### src/rtl/wdog_pkg.sv
// Package: shared register offsets and control bit positions of the watchdog.
// Assumes a byte-addressed bus with word-aligned registers.
package wdog_pkg;
    localparam int OFS_CTRL  = 'h0;
    localparam int OFS_LIMIT = 'h8;
    localparam int OFS_KICK  = 'hC;

    localparam int BIT_RUN    = 18;
    localparam int BIT_REQEN  = 21;
    localparam int BIT_CLKON  = 24;
    localparam int BIT_PREDIV = 25;

    localparam int ELAPSED_LSB = 16;   // elapsed count position in the limit word
endpackage

### src/rtl/wdog_prescaler.sv
// wdog_prescaler: turns the input clock into a tick every DIV input clocks.
// Assumes a divider of 0 or 1 means a tick every clock. The phase counter is
// held at zero while inactive, so each start begins a whole tick period.
module wdog_prescaler #(
    parameter int DIV_W = 18
) (
    input  logic             clk,
    input  logic             rst_n,
    input  logic             active,
    input  logic [DIV_W-1:0] div,
    output logic             tick
);
    logic [DIV_W-1:0] phase_q;
    logic             last;

    // Decide whether this clock closes a tick period.
    always_comb begin
        last = (div <= DIV_W'(1)) || (phase_q >= (div - DIV_W'(1)));
        tick = active && last;
    end

    // Advance the phase, wrap at period end, clear when idle.
    always_ff @(posedge clk) begin
        if (!rst_n)
            phase_q <= '0;
        else if (!active || last)
            phase_q <= '0;
        else
            phase_q <= phase_q + DIV_W'(1);
    end

    AST_TICK_SPACED: assert property (@(posedge clk) disable iff (!rst_n)
        (tick && (div > DIV_W'(1))) |=> (!tick || (div != $past(div))));
endmodule

### src/rtl/wdog_counter.sv
// wdog_counter: elapsed tick counter with expiry detection and reset request.
// Assumes tick is already gated by the run enable. A restart wins over a
// same-cycle tick. Expiry uses >= so a lowered limit fires on the next tick.
module wdog_counter #(
    parameter int CNT_W = 16
) (
    input  logic             clk,
    input  logic             rst_n,
    input  logic             tick,
    input  logic             kick,
    input  logic [CNT_W-1:0] limit,
    input  logic             req_en,
    output logic [CNT_W-1:0] elapsed,
    output logic             rst_req
);
    logic hit;

    // An expiring tick: elapsed already at or past the limit.
    always_comb hit = tick && (elapsed >= limit);

    // Elapsed count: restart, wrap on expiry, or step on a tick.
    always_ff @(posedge clk) begin
        if (!rst_n)
            elapsed <= '0;
        else if (kick || hit)
            elapsed <= '0;
        else if (tick)
            elapsed <= elapsed + CNT_W'(1);
    end

    // Reset request: one cycle after an expiring tick when enabled.
    always_ff @(posedge clk) begin
        if (!rst_n)
            rst_req <= 1'b0;
        else
            rst_req <= hit && req_en && !kick;
    end

    AST_KICK_CLEARS: assert property (@(posedge clk) disable iff (!rst_n)
        kick |=> (elapsed == '0));
    AST_HOLD_IDLE: assert property (@(posedge clk) disable iff (!rst_n)
        (!tick && !kick) |=> $stable(elapsed));
    AST_STEP: assert property (@(posedge clk) disable iff (!rst_n)
        (tick && !kick && (elapsed < limit)) |=> (elapsed == $past(elapsed) + CNT_W'(1)));
    AST_WRAP: assert property (@(posedge clk) disable iff (!rst_n)
        (tick && !kick && (elapsed >= limit)) |=> ((elapsed == '0) && (rst_req == $past(req_en))));
    AST_REQ_CAUSE: assert property (@(posedge clk) disable iff (!rst_n)
        rst_req |-> $past(tick && req_en && !kick));
endmodule

### src/rtl/wdog_regs.sv
// wdog_regs: decodes the register bus, holds control and limit, issues the
// restart strobe and drives registered read data.
// Assumes word-aligned accesses; byte lanes are not supported.
module wdog_regs
    import wdog_pkg::*;
#(
    parameter int ADDR_W = 4,
    parameter int DIV_W  = 18,
    parameter int CNT_W  = 16
) (
    input  logic              clk,
    input  logic              rst_n,
    input  logic [ADDR_W-1:0] bus_addr,
    input  logic              bus_wr,
    input  logic [31:0]       bus_wdata,
    input  logic              bus_rd,
    output logic [31:0]       bus_rdata,
    input  logic [CNT_W-1:0]  elapsed,
    output logic [DIV_W-1:0]  div,
    output logic              run,
    output logic              req_en,
    output logic              clk_on,
    output logic              prediv_on,
    output logic [CNT_W-1:0]  limit,
    output logic              kick
);
    localparam int WORD_W = ADDR_W - 2;
    localparam logic [WORD_W-1:0] W_CTRL  = WORD_W'(OFS_CTRL  >> 2);
    localparam logic [WORD_W-1:0] W_LIMIT = WORD_W'(OFS_LIMIT >> 2);
    localparam logic [WORD_W-1:0] W_KICK  = WORD_W'(OFS_KICK  >> 2);

    logic [WORD_W-1:0] word;
    logic              sel_ctrl, sel_limit, sel_kick;
    logic [31:0]       rd_mux;
    logic              unused_bits;

    // Word decode of the byte address.
    always_comb begin
        word      = bus_addr[ADDR_W-1:2];
        sel_ctrl  = (word == W_CTRL);
        sel_limit = (word == W_LIMIT);
        sel_kick  = (word == W_KICK);
        kick      = bus_wr && sel_kick;
    end

    // Bits of the bus that no register stores.
    assign unused_bits = ^{bus_addr[1:0], bus_wdata};

    // Control register fields.
    always_ff @(posedge clk) begin
        if (!rst_n) begin
            div       <= '0;
            run       <= 1'b0;
            req_en    <= 1'b0;
            clk_on    <= 1'b0;
            prediv_on <= 1'b0;
        end else if (bus_wr && sel_ctrl) begin
            div       <= bus_wdata[DIV_W-1:0];
            run       <= bus_wdata[BIT_RUN];
            req_en    <= bus_wdata[BIT_REQEN];
            clk_on    <= bus_wdata[BIT_CLKON];
            prediv_on <= bus_wdata[BIT_PREDIV];
        end
    end

    // Limit field; the elapsed half of the word is not writable.
    always_ff @(posedge clk) begin
        if (!rst_n)
            limit <= '0;
        else if (bus_wr && sel_limit)
            limit <= bus_wdata[CNT_W-1:0];
    end

    // Read multiplexer; unlisted bits and words return zero.
    always_comb begin
        rd_mux = '0;
        if (sel_ctrl) begin
            rd_mux[DIV_W-1:0]  = div;
            rd_mux[BIT_RUN]    = run;
            rd_mux[BIT_REQEN]  = req_en;
            rd_mux[BIT_CLKON]  = clk_on;
            rd_mux[BIT_PREDIV] = prediv_on;
        end else if (sel_limit) begin
            rd_mux[CNT_W-1:0]               = limit;
            rd_mux[ELAPSED_LSB +: CNT_W]    = elapsed;
        end
    end

    // Registered read data, held between reads.
    always_ff @(posedge clk) begin
        if (!rst_n)
            bus_rdata <= '0;
        else if (bus_rd)
            bus_rdata <= rd_mux;
    end

    AST_RDATA_HOLD: assert property (@(posedge clk) disable iff (!rst_n)
        !bus_rd |=> $stable(bus_rdata));
    AST_LIMIT_WRITE: assert property (@(posedge clk) disable iff (!rst_n)
        (bus_wr && sel_limit) |=> (limit == $past(bus_wdata[CNT_W-1:0])));
endmodule

### src/rtl/wdog_timer.sv
// wdog_timer: top of the memory-mapped watchdog. Wires the register block,
// the tick prescaler and the elapsed counter.
// Assumes DIV_W <= 18 and CNT_W <= 16 so the fields fit the fixed bit map.
module wdog_timer #(
    parameter int ADDR_W = 4,
    parameter int DIV_W  = 18,
    parameter int CNT_W  = 16
) (
    input  logic              clk,
    input  logic              rst_n,
    input  logic [ADDR_W-1:0] bus_addr,
    input  logic              bus_wr,
    input  logic [31:0]       bus_wdata,
    input  logic              bus_rd,
    output logic [31:0]       bus_rdata,
    output logic              rst_req
);
    logic [DIV_W-1:0] div;
    logic [CNT_W-1:0] limit, elapsed;
    logic             run, req_en, clk_on, prediv_on, kick;
    logic             active, tick;

    // Ticks need the clock gate, the divider enable and run together.
    assign active = clk_on && prediv_on && run;

    wdog_regs #(.ADDR_W(ADDR_W), .DIV_W(DIV_W), .CNT_W(CNT_W)) regs_i (
        .clk(clk), .rst_n(rst_n), .bus_addr(bus_addr), .bus_wr(bus_wr),
        .bus_wdata(bus_wdata), .bus_rd(bus_rd), .bus_rdata(bus_rdata),
        .elapsed(elapsed), .div(div), .run(run), .req_en(req_en),
        .clk_on(clk_on), .prediv_on(prediv_on), .limit(limit), .kick(kick)
    );

    wdog_prescaler #(.DIV_W(DIV_W)) pre_i (
        .clk(clk), .rst_n(rst_n), .active(active), .div(div), .tick(tick)
    );

    wdog_counter #(.CNT_W(CNT_W)) cnt_i (
        .clk(clk), .rst_n(rst_n), .tick(tick), .kick(kick), .limit(limit),
        .req_en(req_en), .elapsed(elapsed), .rst_req(rst_req)
    );

    AST_REQ_NEEDS_RUN: assert property (@(posedge clk) disable iff (!rst_n)
        rst_req |-> $past(active));
endmodule

### config.mk
export PLATFORM = sky130hd
export DESIGN_NAME = wdog_timer
export DESIGN_NICKNAME = d
export VERILOG_FILES = /design/src/rtl/wdog_pkg.sv /design/src/rtl/wdog_prescaler.sv /design/src/rtl/wdog_counter.sv /design/src/rtl/wdog_regs.sv /design/src/rtl/wdog_timer.sv
export SDC_FILE = /design/constraint.sdc
export NUM_CORES = 1
export LEC_CHECK = 0
export BUFFER_PORTS_ARGS = -buffer_cell sky130_fd_sc_hd__buf_4
export CORE_MARGIN = 4
export CORE_UTILIZATION = 62
export CTS_CLUSTER_DIAMETER = 40
export DETAILED_ROUTE_END_ITERATION = 10
export PLACE_DENSITY = 0.88
export SYNTH_ARGS = -nofsm -noshare
export SYNTH_HDL_FRONTEND = slang
export SYNTH_SLANG_ARGS = --single-unit
export TNS_END_PERCENT = 5
### constraint.sdc
create_clock -name clk -period 11.3 [get_ports clk]
set_clock_uncertainty 0.15 [all_clocks]
set_input_delay 0.565 -clock clk [delete_from_list [all_inputs] [get_ports clk]]
set_output_delay 0.565 -clock clk [all_outputs]
set_load 0.02 [all_outputs]
==> results.sh <==
export IMPL_hold_class="primary input to flop"
export IMPL_drc=0
export IMPL_reg2reg_to="cnt_i.elapsed[11]"
export IMPL_clock_sinks=105
export IMPL_dieArea_mm2=0.01017
export IMPL_core_mm2=0.008299
export IMPL_vias=4930
export IMPL_hold_violations=0
export IMPL_ant_nets=0
export IMPL_arrival_ns=4.41
export IMPL_avgSynthCellArea_um2=7.990
export IMPL_fin_crit_sh_pct=37.71
export IMPL_syn_area_mm2=0.005345
export IMPL_die_y_um=100.9
export IMPL_synth_warnings=0
export IMPL_clock_latency_ns=0.38
export IMPL_fp_row_count=33
export IMPL_placed_cells=804
export IMPL_yosysTopAreaCell="dfxtp_1"
export IMPL_ys_flop_type="dfxtp_1"
export IMPL_place_gp_congestion=0.8681
export IMPL_seq_area_frac_synth_pct=39.33
export IMPL_path_max_fanout=24
export IMPL_drv_cap=0
export IMPL_synth_distinct_cells=48
export IMPL_power_uw=720.4
export IMPL_synth_fp_nets=747
export IMPL_setup_tns_ns=0
export IMPL_ctsRootBufferMaster="clkbuf_8"
export IMPL_critPathCapture="cnt_i.elapsed[11]"
export IMPL_viasPerCell=6.012
export IMPL_crit_type="flop to flop"
export IMPL_syn_to_final_growth_pct=12.52
export IMPL_cts_repair_resized=0
export IMPL_startpoint="regs_i.div[4]"
export IMPL_detail_route_wl_per_cell_um=16.17
export IMPL_grt_max_degree=71
export IMPL_track_usage_pct=26.69
export IMPL_setup_violations=0
export IMPL_synth_most_common_cell="dfxtp_1"
export IMPL_leakage_nw=2.343
export IMPL_clk_path_buf_depth=2
export IMPL_report_final_slew_viol_count=0
export IMPL_endpoint_kind="flop"
export IMPL_wl_mm=13.26
export IMPL_htreeDepth=3
export IMPL_grt_pass1_vias=4659
export IMPL_cts_clk_slew_worst_paths_ns=0.11
export IMPL_min_period_ns=4.261
export IMPL_syn_inst=669
export IMPL_synth_top_cell_area_share_pct=39.33
export IMPL_hpwl_mm=9.653
export IMPL_synth_seq_cells=105
export IMPL_start_util_pct=64.41
export IMPL_ys_async_sr_fraction_pct=0
export IMPL_status="completed"
export IMPL_ys_top_cells_by_area="dfxtp_1, ha_1, nand2_1, a21oi_1, nor2_1"
export IMPL_antenna_found_initial=0
export IMPL_ir_worst_vdd_mv=0.08467
export IMPL_instances_no_fill=820
export IMPL_boundaryPins=73
export IMPL_port_buffers=60
export IMPL_rsz0062_at_grt="false"
export IMPL_drt_iter0_drc=427
export IMPL_cts_tree="yes"
export IMPL_synth_edf_count=0
export IMPL_power_density_mw_per_mm2=119.8
export IMPL_synth_commonest_cells="dfxtp_1, nand2_1, nor2_1"
export IMPL_rrSetupSlack_ns=7.04
export IMPL_firstDrtPassIters=5
export IMPL_worst_slew_pin_slew_ns=1.292
export IMPL_crit_required_ns=11.45
export IMPL_die_w_um=100.9
export IMPL_cts_buffers=9
export IMPL_grt_pass1_wl_mm=21.94
export IMPL_antenna_cells=0
export IMPL_worstReg2RegStart="regs_i.div[4]"
export IMPL_drive_above_1_share_pct=11.19
export IMPL_max_freq_mhz=234.7
export IMPL_grt_ovfl_total=0
export IMPL_holdBufCountCts=0
export IMPL_cts_setup_buffers=0
export IMPL_r2r_cells=13
export IMPL_worst_setup_path_start_kind="flop"
export IMPL_nets=788
export IMPL_max_slew_margin_pct=13.70
worst max-delay path, cell delays in order (launching register included):
cell	delay [ns]
dfxtp_1	0.40
or4_4	0.60
nor3_4	0.17
or2b_1	0.30
nor3b_1	0.25
xnor2_1	0.11
ha_1	0.32
nand4_1	0.10
nor3_1	0.27
nand2_1	0.08
o211a_1	0.26
a21o_1	0.44
or4_1	0.56
a31oi_1	0.18
final cells by class:
class / count / area (um2)
Clock buffer: 10 / 127.6
Tap cell: 105 / 131.4
Timing Repair Buffer: 61 / 457.9
Inverter: 23 / 86.33
Sequential cell: 105 / 2102
Multi-Input combinational cell: 510 / 3033
Fill cell: 620 / 2285
Clock inverter: 6 / 76.32
flip-flops by register name, summed over array words and instances, names as in the netlist:
register          cells
regs_i.req_en         1
regs_i.limit         16
regs_i.run            1
regs_i.clk_on         1
regs_i.prediv_on      1
cnt_i.rst_req         1
regs_i.div           18
pre_i.phase_q        18
cnt_i.elapsed        16
regs_i.bus_rdata     32
metrics by stage:
stage / area [um2] / hold WS (ns) / worst slack, ns / utilization, %
floorplan: 5345 / 0.2756 / 7.475 / -
global placement: 5811 / 0.2888 / 7.219 / 70.01
detailed placement: 5811 / 0.3084 / 7.072 / 70.01
CTS: 6015 / 0.2760 / 7.054 / 72.47
global route: 6015 / 0.2806 / 6.744 / 72.47
finish: 6015 / 0.2820 / 7.039 / 72.47
placed cells by master, fill, tap and decap left out, types with 2 or more instances in the layout:
cell / instances
and3_1: 4
mux2i_1: 22
nand2_1: 104
dfxtp_1: 105
a211oi_1: 5
a22oi_1: 9
o211a_1: 2
nand4b_1: 6
nand3_1: 31
nor2_1: 96
and4_1: 3
ha_1: 38
buf_4: 61
and2_1: 2
nand4_1: 9
or4_1: 7
clkinv_4: 3
nand2b_1: 3
clkbuf_8: 9
a21oi_1: 77
nor3b_1: 2
inv_1: 22
a21o_1: 4
xnor2_1: 22
nor3_1: 11
nor4_1: 4
o21ai_0: 14
xor2_1: 10
a31oi_1: 6
power breakdown:
part           switching (mW)  internal (mW)
logic                  0.0576         0.0373
clock network           0.139          0.106
registers             0.00582          0.375
total                   0.202          0.518
kinds of logic (layout without fill, tap and decap cells):
logic type,after synthesis,after routing,share of synthesized area (%)
and+or+nand+nor,292,292,25.00
adders and majority gates,38,38,8.895
xor gates and xnor gates,32,32,5.243
DFF,105,105,39.33
buffers and inverters,54,100,3.933
AOI/OAI and AO/OA,126,126,13.48
muxes,22,22,4.120
metal layers:
metal	share of wire (%)	vias to the layer above	GRT usage, %
li1	-	2393	-
met1	42	2316	33.68
met2	49	193	44.96
met3	7.0	28	4.775
met4	2.2	0	10.78
met5	0	-	0
worst min path at each step:
stage                           from          endpoint  slack (ns)  cells past startpoint
floorplan           pre_i.phase_q[0]  pre_i.phase_q[0]        0.28                      1
global placement    pre_i.phase_q[0]  pre_i.phase_q[0]        0.29                      1
detailed placement  pre_i.phase_q[0]  pre_i.phase_q[0]        0.31                      1
CTS                    bus_wdata[17]    regs_i.div[17]        0.28                      3
global route           bus_wdata[25]  regs_i.prediv_on        0.28                      3
finish                 bus_wdata[17]    regs_i.div[17]        0.28                      3
(Power assumes the default switching activity.)
